File: config.mk
export PLATFORM = sky130hd
export DESIGN_NAME = card_cmd_seq
export DESIGN_NICKNAME = d
export VERILOG_FILES = /design/src/rtl/card_seq_pkg.sv /design/src/rtl/card_seq_resp_store.sv /design/src/rtl/card_seq_fsm.sv /design/src/rtl/card_cmd_seq.sv
export SDC_FILE = /design/constraint.sdc
export NUM_CORES = 1
export LEC_CHECK = 0
export ABC_AREA = 1
export BUFFER_PORTS_ARGS = -buffer_cell sky130_fd_sc_hd__buf_2
export CAP_MARGIN = 10
export CORE_ASPECT_RATIO = 2
export CORE_MARGIN = 2
export CORE_UTILIZATION = 36
export DETAILED_ROUTE_END_ITERATION = 8
export GPL_TIMING_DRIVEN = 0
export REMOVE_ABC_BUFFERS = 1
export SLEW_MARGIN = 20
export SYNTH_ARGS = -nofsm -noshare
export SYNTH_HDL_FRONTEND = slang
export SYNTH_SLANG_ARGS = --single-unit
export TNS_END_PERCENT = 1
File: constraint.sdc
create_clock -name clk -period 10.75 [get_ports clk]
set_clock_uncertainty 0.2 [all_clocks]
set_input_delay 1.6125 -clock clk [delete_from_list [all_inputs] [get_ports clk]]
set_output_delay 1.6125 -clock clk [all_outputs]
set_load 0.01 [all_outputs]
File: src/rtl/card_seq_pkg.sv
package card_seq_pkg;

    typedef enum logic [2:0] {
        SQ_IDLE,
        SQ_ISSUE,
        SQ_WAIT,
        SQ_DATA,
        SQ_DONE
    } sq_state_e;

    // register indices
    localparam logic [3:0] RA_CLOCK  = 4'd0;
    localparam logic [3:0] RA_STATUS = 4'd1;
    localparam logic [3:0] RA_CTRL   = 4'd2;
    localparam logic [3:0] RA_INDEX  = 4'd3;
    localparam logic [3:0] RA_ARG_HI = 4'd4;
    localparam logic [3:0] RA_ARG_LO = 4'd5;
    localparam logic [3:0] RA_BLKLEN = 4'd6;
    localparam logic [3:0] RA_BLKCNT = 4'd7;
    localparam logic [3:0] RA_RESP   = 4'd8;

    localparam logic [13:0] CTRL_KEEP = 14'h3DFF;

    // control word fields
    localparam int CB_DATA_EN = 2;
    localparam int CB_WRITE   = 3;
    localparam int CB_STOP    = 10;

    // status bits
    localparam int SB_TOUT = 1;
    localparam int SB_CLK  = 8;
    localparam int SB_DONE = 13;

    // clock control bits
    localparam int CK_HALT = 0;
    localparam int CK_GO   = 1;

endpackage

File: src/rtl/card_seq_resp_store.sv
module card_seq_resp_store #(
    parameter int DEPTH = 9,
    parameter int POS_W = 5
) (
    input  logic             clk,
    input  logic             rst_n,
    input  logic             clr,
    input  logic             wr_en,
    input  logic [POS_W-1:0] wr_pos,
    input  logic [7:0]       wr_byte,
    input  logic             rewind,
    input  logic             pop,
    output logic [15:0]      rd_word
);
    localparam int PTR_W = $clog2(DEPTH + 1);

    typedef struct packed {
        logic [DEPTH-1:0][15:0] ent;
        logic [PTR_W-1:0]       ptr;
    } store_t;

    store_t st_d, st_q;

    always_comb begin
        st_d = st_q;
        for (int k = 0; k < DEPTH; k++) begin
            if (clr) begin
                st_d.ent[k] = '0;
            end else if (wr_en && wr_pos == POS_W'(2 * k)) begin
                st_d.ent[k][7:0] = wr_byte;
            end else if (wr_en && wr_pos == POS_W'(2 * k + 1)) begin
                st_d.ent[k][15:8] = wr_byte;
            end
        end
        if (rewind) begin
            st_d.ptr = '0;
        end else if (pop && st_q.ptr < PTR_W'(DEPTH)) begin
            st_d.ptr = st_q.ptr + 1'b1;
        end
    end

    always_comb begin
        rd_word = '0;
        for (int k = 0; k < DEPTH; k++) begin
            if (st_q.ptr == PTR_W'(k)) rd_word = st_q.ent[k];
        end
    end

    always_ff @(posedge clk or negedge rst_n) begin
        if (!rst_n) st_q <= '0;
        else        st_q <= st_d;
    end

endmodule

File: src/rtl/card_seq_fsm.sv
module card_seq_fsm
    import card_seq_pkg::*;
#(
    parameter int RSP_WAIT = 32,
    parameter int CNT_W    = 5,
    parameter int XFER_W   = 28
) (
    input  logic              clk,
    input  logic              rst_n,
    input  logic              start,
    input  logic              abort,
    input  logic [1:0]        rsp_type,
    input  logic              data_en,
    input  logic [XFER_W-1:0] xfer_len,
    input  logic              rsp_valid,
    input  logic              rsp_last,
    output logic              cmd_strobe,
    output logic              capture,
    output logic [CNT_W-1:0]  cap_pos,
    output logic              fin_ok,
    output logic              fin_tout,
    output logic              end_pulse,
    output logic              xfer_on,
    output logic [XFER_W-1:0] xfer_bytes
);
    localparam int TMR_W = $clog2(RSP_WAIT + 1);

    typedef struct packed {
        sq_state_e         st;
        logic [TMR_W-1:0]  tmr;
        logic [CNT_W-1:0]  cnt;
        logic              ok;
        logic [XFER_W-1:0] bytes;
    } fsm_t;

    fsm_t f_d, f_q;
    logic [CNT_W:0] need_n;
    logic [CNT_W:0] got_n;

    always_comb begin
        unique case (rsp_type)
            2'd0:    need_n = '0;
            2'd2:    need_n = (CNT_W + 1)'(16);
            default: need_n = (CNT_W + 1)'(4);
        endcase
        got_n = (CNT_W + 1)'(f_q.cnt) + (CNT_W + 1)'(1);
    end

    always_comb begin
        f_d      = f_q;
        fin_ok   = 1'b0;
        fin_tout = 1'b0;
        unique case (f_q.st)
            SQ_ISSUE: begin
                f_d.tmr = '0;
                f_d.cnt = '0;
                if (rsp_type == 2'd0) begin
                    fin_ok   = 1'b1;
                    f_d.st   = SQ_DONE;
                end else begin
                    f_d.st   = SQ_WAIT;
                end
            end
            SQ_WAIT: begin
                if (rsp_valid && f_q.cnt != '1) f_d.cnt = f_q.cnt + 1'b1;
                if (rsp_valid && rsp_last) begin
                    fin_ok   = (got_n >= need_n);
                    fin_tout = (got_n < need_n);
                    f_d.st   = SQ_DONE;
                end else if (f_q.tmr == TMR_W'(RSP_WAIT - 1)) begin
                    fin_tout = 1'b1;
                    f_d.st   = SQ_DONE;
                end else begin
                    f_d.tmr  = f_q.tmr + 1'b1;
                end
            end
            SQ_DONE: begin
                if (f_q.ok && data_en) begin
                    f_d.st    = SQ_DATA;
                    f_d.bytes = xfer_len;
                end else begin
                    f_d.st    = SQ_IDLE;
                end
            end
            default: ;
        endcase
        if (fin_ok || fin_tout) f_d.ok = fin_ok;
        if (start || abort) begin
            fin_ok   = 1'b0;
            fin_tout = 1'b0;
            f_d.st   = start ? SQ_ISSUE : SQ_IDLE;
        end
    end

    always_ff @(posedge clk or negedge rst_n) begin
        if (!rst_n) begin
            f_q       <= '0;
            f_q.st    <= SQ_IDLE;
        end else begin
            f_q       <= f_d;
        end
    end

    assign cmd_strobe = (f_q.st == SQ_ISSUE);
    assign capture    = (f_q.st == SQ_WAIT) && rsp_valid;
    assign cap_pos    = f_q.cnt;
    assign end_pulse  = (f_q.st == SQ_DONE);
    assign xfer_on    = (f_q.st == SQ_DATA);
    assign xfer_bytes = f_q.bytes;

endmodule

File: src/rtl/card_cmd_seq.sv
module card_cmd_seq
    import card_seq_pkg::*;
#(
    parameter int RSP_WAIT   = 32,
    parameter int RESP_DEPTH = 9,
    parameter int BLEN_W     = 12,
    parameter int BCNT_W     = 16
) (
    input  logic                     clk,
    input  logic                     rst_n,
    input  logic                     reg_wr,
    input  logic                     reg_rd,
    input  logic [3:0]               reg_addr,
    input  logic [15:0]              reg_wdata,
    output logic [15:0]              reg_rdata,
    output logic                     cmd_valid,
    output logic [5:0]               cmd_index,
    output logic [31:0]              cmd_arg,
    input  logic                     rsp_valid,
    input  logic                     rsp_last,
    input  logic [7:0]               rsp_byte,
    output logic                     end_cmd,
    output logic                     xfer_active,
    output logic                     xfer_write,
    output logic [BLEN_W+BCNT_W-1:0] xfer_bytes,
    output logic                     clk_on,
    output logic [15:0]              status
);
    localparam int XFER_W = BLEN_W + BCNT_W;
    localparam int CNT_W  = $clog2(2 * RESP_DEPTH + 2);

    typedef struct packed {
        logic [13:0]       ctrl;
        logic [5:0]        idx;
        logic [31:0]       arg;
        logic [BLEN_W-1:0] blen;
        logic [BCNT_W-1:0] bcnt;
        logic              clk_on;
        logic              pend;
        logic              s_tout;
        logic              s_done;
    } regs_t;

    regs_t r_d, r_q;

    logic wr_clock, wr_ctrl, clk_go, clk_halt, issue, abort, clr_stat;
    logic fin_ok, fin_tout, capture;
    logic [CNT_W-1:0] cap_pos;
    logic [15:0] resp_word;

    assign wr_clock = reg_wr && reg_addr == RA_CLOCK;
    assign wr_ctrl  = reg_wr && reg_addr == RA_CTRL;
    assign clk_go   = wr_clock && reg_wdata[CK_GO];
    assign clk_halt = wr_clock && reg_wdata[CK_HALT];
    assign issue    = (wr_ctrl && !reg_wdata[CB_STOP] && r_q.clk_on)
                   || (clk_go && !clk_halt && r_q.pend && !r_q.ctrl[CB_STOP]);
    assign abort    = wr_ctrl || clk_halt;
    assign clr_stat = (wr_ctrl && !reg_wdata[CB_STOP]) || issue;

    always_comb begin
        r_d = r_q;
        if (wr_ctrl) begin
            r_d.ctrl = reg_wdata[13:0] & CTRL_KEEP;
            r_d.pend = 1'b1;
        end
        if (clk_go)   r_d.clk_on = 1'b1;
        if (clk_halt) r_d.clk_on = 1'b0;
        if (issue)    r_d.pend   = 1'b0;
        if (clr_stat) begin
            r_d.s_tout = 1'b0;
            r_d.s_done = 1'b0;
        end
        if (fin_ok)   r_d.s_done = 1'b1;
        if (fin_tout) r_d.s_tout = 1'b1;
        if (reg_wr) begin
            unique case (reg_addr)
                RA_INDEX:  r_d.idx        = reg_wdata[5:0];
                RA_ARG_HI: r_d.arg[31:16] = reg_wdata;
                RA_ARG_LO: r_d.arg[15:0]  = reg_wdata;
                RA_BLKLEN: r_d.blen       = reg_wdata[BLEN_W-1:0];
                RA_BLKCNT: r_d.bcnt       = reg_wdata[BCNT_W-1:0];
                default: ;
            endcase
        end
    end

    always_ff @(posedge clk or negedge rst_n) begin
        if (!rst_n) r_q <= '0;
        else        r_q <= r_d;
    end

    always_comb begin
        status          = '0;
        status[SB_TOUT] = r_q.s_tout;
        status[SB_CLK]  = r_q.clk_on;
        status[SB_DONE] = r_q.s_done;
    end

    always_comb begin
        unique case (reg_addr)
            RA_STATUS: reg_rdata = status;
            RA_CTRL:   reg_rdata = 16'(r_q.ctrl);
            RA_INDEX:  reg_rdata = {9'd0, 1'b1, r_q.idx};
            RA_ARG_HI: reg_rdata = r_q.arg[31:16];
            RA_ARG_LO: reg_rdata = r_q.arg[15:0];
            RA_BLKLEN: reg_rdata = 16'(r_q.blen);
            RA_BLKCNT: reg_rdata = 16'(r_q.bcnt);
            RA_RESP:   reg_rdata = resp_word;
            default:   reg_rdata = '0;
        endcase
    end

    card_seq_fsm #(
        .RSP_WAIT (RSP_WAIT),
        .CNT_W    (CNT_W),
        .XFER_W   (XFER_W)
    ) u_fsm (
        .clk        (clk),
        .rst_n      (rst_n),
        .start      (issue),
        .abort      (abort),
        .rsp_type   (r_q.ctrl[1:0]),
        .data_en    (r_q.ctrl[CB_DATA_EN]),
        .xfer_len   (XFER_W'(r_q.blen) * XFER_W'(r_q.bcnt)),
        .rsp_valid  (rsp_valid),
        .rsp_last   (rsp_last),
        .cmd_strobe (cmd_valid),
        .capture    (capture),
        .cap_pos    (cap_pos),
        .fin_ok     (fin_ok),
        .fin_tout   (fin_tout),
        .end_pulse  (end_cmd),
        .xfer_on    (xfer_active),
        .xfer_bytes (xfer_bytes)
    );

    card_seq_resp_store #(
        .DEPTH (RESP_DEPTH),
        .POS_W (CNT_W)
    ) u_store (
        .clk     (clk),
        .rst_n   (rst_n),
        .clr     (issue),
        .wr_en   (capture),
        .wr_pos  (cap_pos),
        .wr_byte (rsp_byte),
        .rewind  (fin_ok),
        .pop     (reg_rd && reg_addr == RA_RESP),
        .rd_word (resp_word)
    );

    assign cmd_index  = r_q.idx;
    assign cmd_arg    = r_q.arg;
    assign clk_on     = r_q.clk_on;
    assign xfer_write = r_q.ctrl[CB_WRITE];

endmodule

### Word-level counts from Yosys, hierarchy flattened

Cells that the tools add are included.

* register bits after elaboration: 274
* input bits: 34
* output and inout bits: 103

* $add $sub $neg: 4
* multiply operators: 1
* $lt $le $gt $ge: 3
* equality and inequality tests: 53
* multiplexer cells: 75
* reductions and logical operators: 88

Operator list (number)
* 16-bit 2-to-1 mux: 18
* 8-bit 2-to-1 mux: 27
* 16-bit one-hot mux with 8 select lines: 1
* 2-bit nonzero test: 24
* 5-bit by 4-bit equality test with 1-bit output (second input constant): 8
* 2-bit AND reduction: 17
* 1-bit logical AND: 33
* 4-bit by 3-bit equality test with 1-bit output (second input constant): 8
* 12-bit by 16-bit multiplier with 28-bit output: 1
* 2-bit inequality test (second input constant): 11
* 11-bit one-hot mux with 2 select lines: 1
* 5-bit by 3-bit equality test with 1-bit output (second input constant): 4
* 4-bit by 2-bit equality test with 1-bit output (second input constant): 4
* 1-bit 2-to-1 mux: 14
* 3-bit 2-to-1 mux: 4
* 6-bit 2-to-1 mux: 2
* 5-bit by 2-bit equality test with 1-bit output (second input constant): 2
* 5-bit equality test (second input constant): 2
* 5-bit one-hot mux with 2 select lines: 1
* 3-bit one-hot mux with 3 select lines: 1
* 4-bit by 1-bit equality test with 1-bit output (second input constant): 2
* 4-bit equality test (second input constant): 2
* 4-bit zero test: 2
* 4-bit 2-to-1 mux: 2
* 25 further kinds: 33

### Logic depth before layout (Yosys ltp)

* word-level depth: 11
* mapped depth: 25

### By module

From an unflattened synthesis, not the netlist that was laid out.

* cells, all modules: 2782
* area, all modules: 20942.6 um^2

Modules (own cells, without submodules)
* card_cmd_seq: instances 1, cells each 1548, area an instance 11116.9 um^2, seq. area each 2077.0 um^2
* card_seq_resp_store: instances 1, cells each 949, area an instance 7514.7 um^2, seq. area each 3703.6 um^2
* card_seq_fsm: instances 1, cells each 285, area an instance 2311.0 um^2, seq. area each 1076.0 um^2

### Least setup slack after synthesis

OpenSTA, ideal clock, no wires.

* path kind: register to register
* start: register r_q[26] in the netlist's numbering
* end: register u_fsm.f_q (netlist bit u_fsm.xfer_bytes[20])
* library setup time: 0.117 ns
* arrival: 4.777 ns
* required time: 10.433 ns
* slack: 5.655 ns
* stages on the path, launching flop included: 21
* period minus slack after synthesis: 5.095 ns
* cells stage by stage: dfrtp_1 -> clkbuf_1 -> clkbuf_1 -> nand2_1 -> fa_1 -> inv_1 -> fa_1 -> fa_1 -> fa_1 -> inv_1 -> fa_1 -> inv_1 -> ha_1 -> a21oi_1 -> o21ai_0 -> a21oi_1 -> o21ai_0 -> nand2_1 -> nand3_1 -> nand3_1 -> nand2_1

* cells in the longest elaborated chain, start to end: 1

Ends and longest elaborated chain
* start: declaration: line card_cmd_seq.sv:44 `regs_t r_d, r_q;`
* start signal: assignment: line card_cmd_seq.sv:89 `else r_q <= r_d;`
* 12-bit by 16-bit multiplier with 28-bit output: line card_cmd_seq.sv:124 `.xfer_len (XFER_W'(r_q.blen) * XFER_W'(r_q.bcnt)),`
* end: declaration: line card_seq_fsm.sv:36 `fsm_t f_d, f_q;`

Every way passes these cells.
A chain may end at the register's enable or synchronous reset.

### Worst setup path after layout

* start: register r_q[23] in the netlist's numbering
* end: register u_fsm.f_q (netlist bit u_fsm.xfer_bytes[27])

The elaborated chain is that of the path after synthesis.

==> flow_metrics.tcl <==
set metrics [dict create \
    min_from "u_fsm.xfer_bytes[21]" \
    tightestPinTransition_ns 1.075 \
    required_ns 10.99 \
    cts_hold_buf 0 \
    grt_pass1_wl_um 90220 \
    start_util_pct 36.48 \
    path_depth 18 \
    cts.clk_slew.worst_paths_ns 0.06 \
    grt_setup_unrepaired "false" \
    cts_tree "done" \
    power.density_nw_per_um2 253.4 \
    drt-initial-drc-count 1139 \
    path_buf_inv 4 \
    hold_viol_final 0 \
    setup-tns-final_ns 0 \
    cp_data_arrival_time_ns 6.22 \
    io_pins 137 \
    layout_commonest_cell "nand2_1" \
    r2r-start "r_q[23]" \
    synth_warnings 0 \
    cts.path.max_buffers 3 \
    ant_nets 0 \
    antenna_found_initial 5 \
    wire_per_inst_um 17.77 \
    syn_to_final_growth_pct 6.991 \
    place_hpwl_um 45130 \
    worstRegToRegCells 18 \
    design.die.area_um2 57240 \
    core.rowCount 121 \
    setup_viol_count_final 0 \
    ys_ff_latch 274 \
    num_vias 16180 \
    synthesis.area_um2 19880 \
    layout.cells.non_filler 3236 \
    coreArea_um2 54500 \
    ff2ff_setup_slack_ns 4.77 \
    fmax_mhz 167.2 \
    dr.pass1.iters 6 \
    syn_area_per_cell_um2 7.755 \
    crit_type "flop to flop" \
    cpMostUsedCell "fa_1" \
    critPathSlowestCell "dfrtp_1" \
    cp_slowest_stage_delay_ns 0.84 \
    ir_drop_mv 0.1134 \
    crit_start "r_q[23]" \
    grt_pass1_vias 16880 \
    endpoint_kind "flop" \
    viasPerCell 5.000 \
    cts_resized 0 \
    drc 0 \
    dp_cells 3182 \
    numCtsBuffers 28 \
    timing.final.crit_share_pct 55.62 \
    htreeDepth 1 \
    yosysSeqAreaShare_pct 34.48 \
    finalPower_mw 5.391 \
    drt_wl_total_um 57520 \
    path_cells "nand2_1, fa_1, fa_1, inv_1, fa_1, fa_1, inv_1, fa_1, inv_1, ha_1, a21oi_1, o21ai_0, inv_1, nor2_1, o21ai_0, nand4_1, nand3_1, nand2_1" \
    drive_above_1_share_pct 7.981 \
    final_cell_mix "817 x nand2_1, 380 x inv_1, 274 x dfrtp_1, 227 x o21ai_0, 140 x fa_1" \
    nets 2790 \
    cp_max_fo 18 \
    hold_path.class "flop to flop" \
    finish.utilization_pct 39.03 \
    startpoint_type "flop" \
    hold_ws_ns 0.2713 \
    p_leak_nw 11.56 \
    holdPathStages 2 \
    period_minus_slack_ns 5.979 \
    ctsRootBufferMaster "clkbuf_16" \
    io_buffers 123 \
    die_width_um 170.2 \
    status "complete, no violations" \
    gp_congestion 0.9877 \
    grt_overflow 0 \
    cts_setup_buffers 0 \
    die_h_um 336.4 \
    clkLatencyLatePin_ns 0.59 \
    crit_family "adder cells" \
    cap_violations 0 \
    cts_sinks 274 \
    grt_max_degree 100 \
    finalMaxSlewViolations 0 \
    slew_headroom_pct 28.24 \
    synth_cell_type_count 45 \
    postSynthCellCount 2564 \
    grtUsageTotal_pct 20.29 \
]
-- kinds of logic (layout without fill, tap and decap cells) --
kind of cell,count (synthesis),in the layout,synth area share (%)
simple gates,1107,1107,22.50
buf+inv,583,563,13.20
compound gates,360,360,9.823
flops,274,274,34.48
fa+ha+maj,220,220,19.13
xor+xnor,18,18,0.7928
other cells,1,17,0.01886
mux,1,1,0.05034
-- metal layers --
metal  GRT usage, %  vias up  routed length (um)
met2          39.45      383               31580
met4          13.00        4                3896
met1          19.32     7852               19520
li1               -     7754                   -
met3          3.202      188                2499
met5              0        -                  22
-- flip-flops by register name, summed over array words and instances, names as in the netlist --
name	flops
status	2
r_q	41
xfer_write	1
u_fsm.f_q	10
u_fsm.xfer_bytes	28
cmd_index	6
cmd_arg	32
u_store.st_q	148
clk_on	1
u_fsm.cap_pos	5
-- layout make-up --
type                            count  area (um2)
Inverter                          386        1451
Antenna cell                        4       10.01
Multi-Input combinational cell   1719       10470
Clock buffer                       38       778.2
Timing Repair Buffer              127       720.7
Clock inverter                     12       137.6
Fill cell                        5611       33230
Tap cell                          676       845.8
Sequential cell                   274        6857
-- metrics by stage --
| stage | cell area [um2] | setup slack [ns] |
|---|---|---|
| after floorplan | 18760 | 5.890 |
| after global placement | 20220 | 2.713 |
| after detailed placement | 20340 | 4.803 |
| after CTS | 21260 | 4.760 |
| after global routing | 21260 | 4.480 |
| final | 21270 | 4.771 |
-- cells in the mapped netlist (all sizes together) --
| cell | number | area (um2) |
|---|---|---|
| dfrtp | 274 | 6857 |
| a22o | 14 | 122.6 |
| conb | 1 | 3.750 |
| o211ai | 2 | 15.01 |
| a31oi | 3 | 37.54 |
| a211oi | 5 | 37.54 |
| nor3 | 13 | 70.07 |
| nor2 | 145 | 626.9 |
| ha | 80 | 1001 |
| nor4 | 2 | 12.51 |
| inv | 382 | 1436 |
| a41oi | 1 | 8.760 |
| clkinv | 4 | 15.01 |
| nand3 | 98 | 490.5 |
| a21boi | 2 | 15.01 |
| o21bai | 2 | 15.01 |
| a21o | 2 | 15.01 |
| and3 | 1 | 6.260 |
| nand2 | 824 | 3110 |
| a221oi | 9 | 78.83 |
| mux2i | 1 | 10.01 |
| nand3b | 6 | 45.04 |
| a21oi | 38 | 193.9 |
| xnor2 | 13 | 113.9 |
| o21ai | 280 | 1401 |
| o22ai | 2 | 12.51 |
| buf | 119 | 880.9 |
| nand4 | 15 | 93.84 |
| fa | 140 | 2803 |
| clkbuf | 78 | 292.8 |
| or2 | 3 | 18.77 |
| xor2 | 5 | 43.79 |
-- worst register-to-register path, stage by stage (launching register included) --
cell and delay [ns]:
dfrtp_1 0.84, nand2_1 0.21, fa_1 0.50, fa_1 0.56, inv_1 0.06, fa_1 0.45, fa_1 0.52, inv_1 0.05
fa_1 0.47, inv_1 0.04, ha_1 0.33, a21oi_1 0.29, o21ai_0 0.19, inv_1 0.17, nor2_1 0.07, o21ai_0 0.49
nand4_1 0.17, nand3_1 0.17, nand2_1 0.07
-- report_power, final --
group / switching (mW) / internal [mW] / total [mW]
sequential: 0.335 / 1.35 / 1.69
combinational: 1.71 / 0.995 / 2.70
clock: 0.443 / 0.558 / 1.00
total: 2.49 / 2.90 / 5.39
-- path summary, 6_finish.rpt --
| kind | to |
|---|---|
| worst max register to register | u_fsm.xfer_bytes[27] |
| max in group asynchronous | cmd_arg[2] |
| worst max-delay path | u_fsm.xfer_bytes[27] |
| worst min register to register | u_fsm.xfer_bytes[21] |
| min in group asynchronous | u_fsm.xfer_bytes[10] |
| worst min-delay path | u_fsm.xfer_bytes[21] |
(Power assumes the default switching activity.)
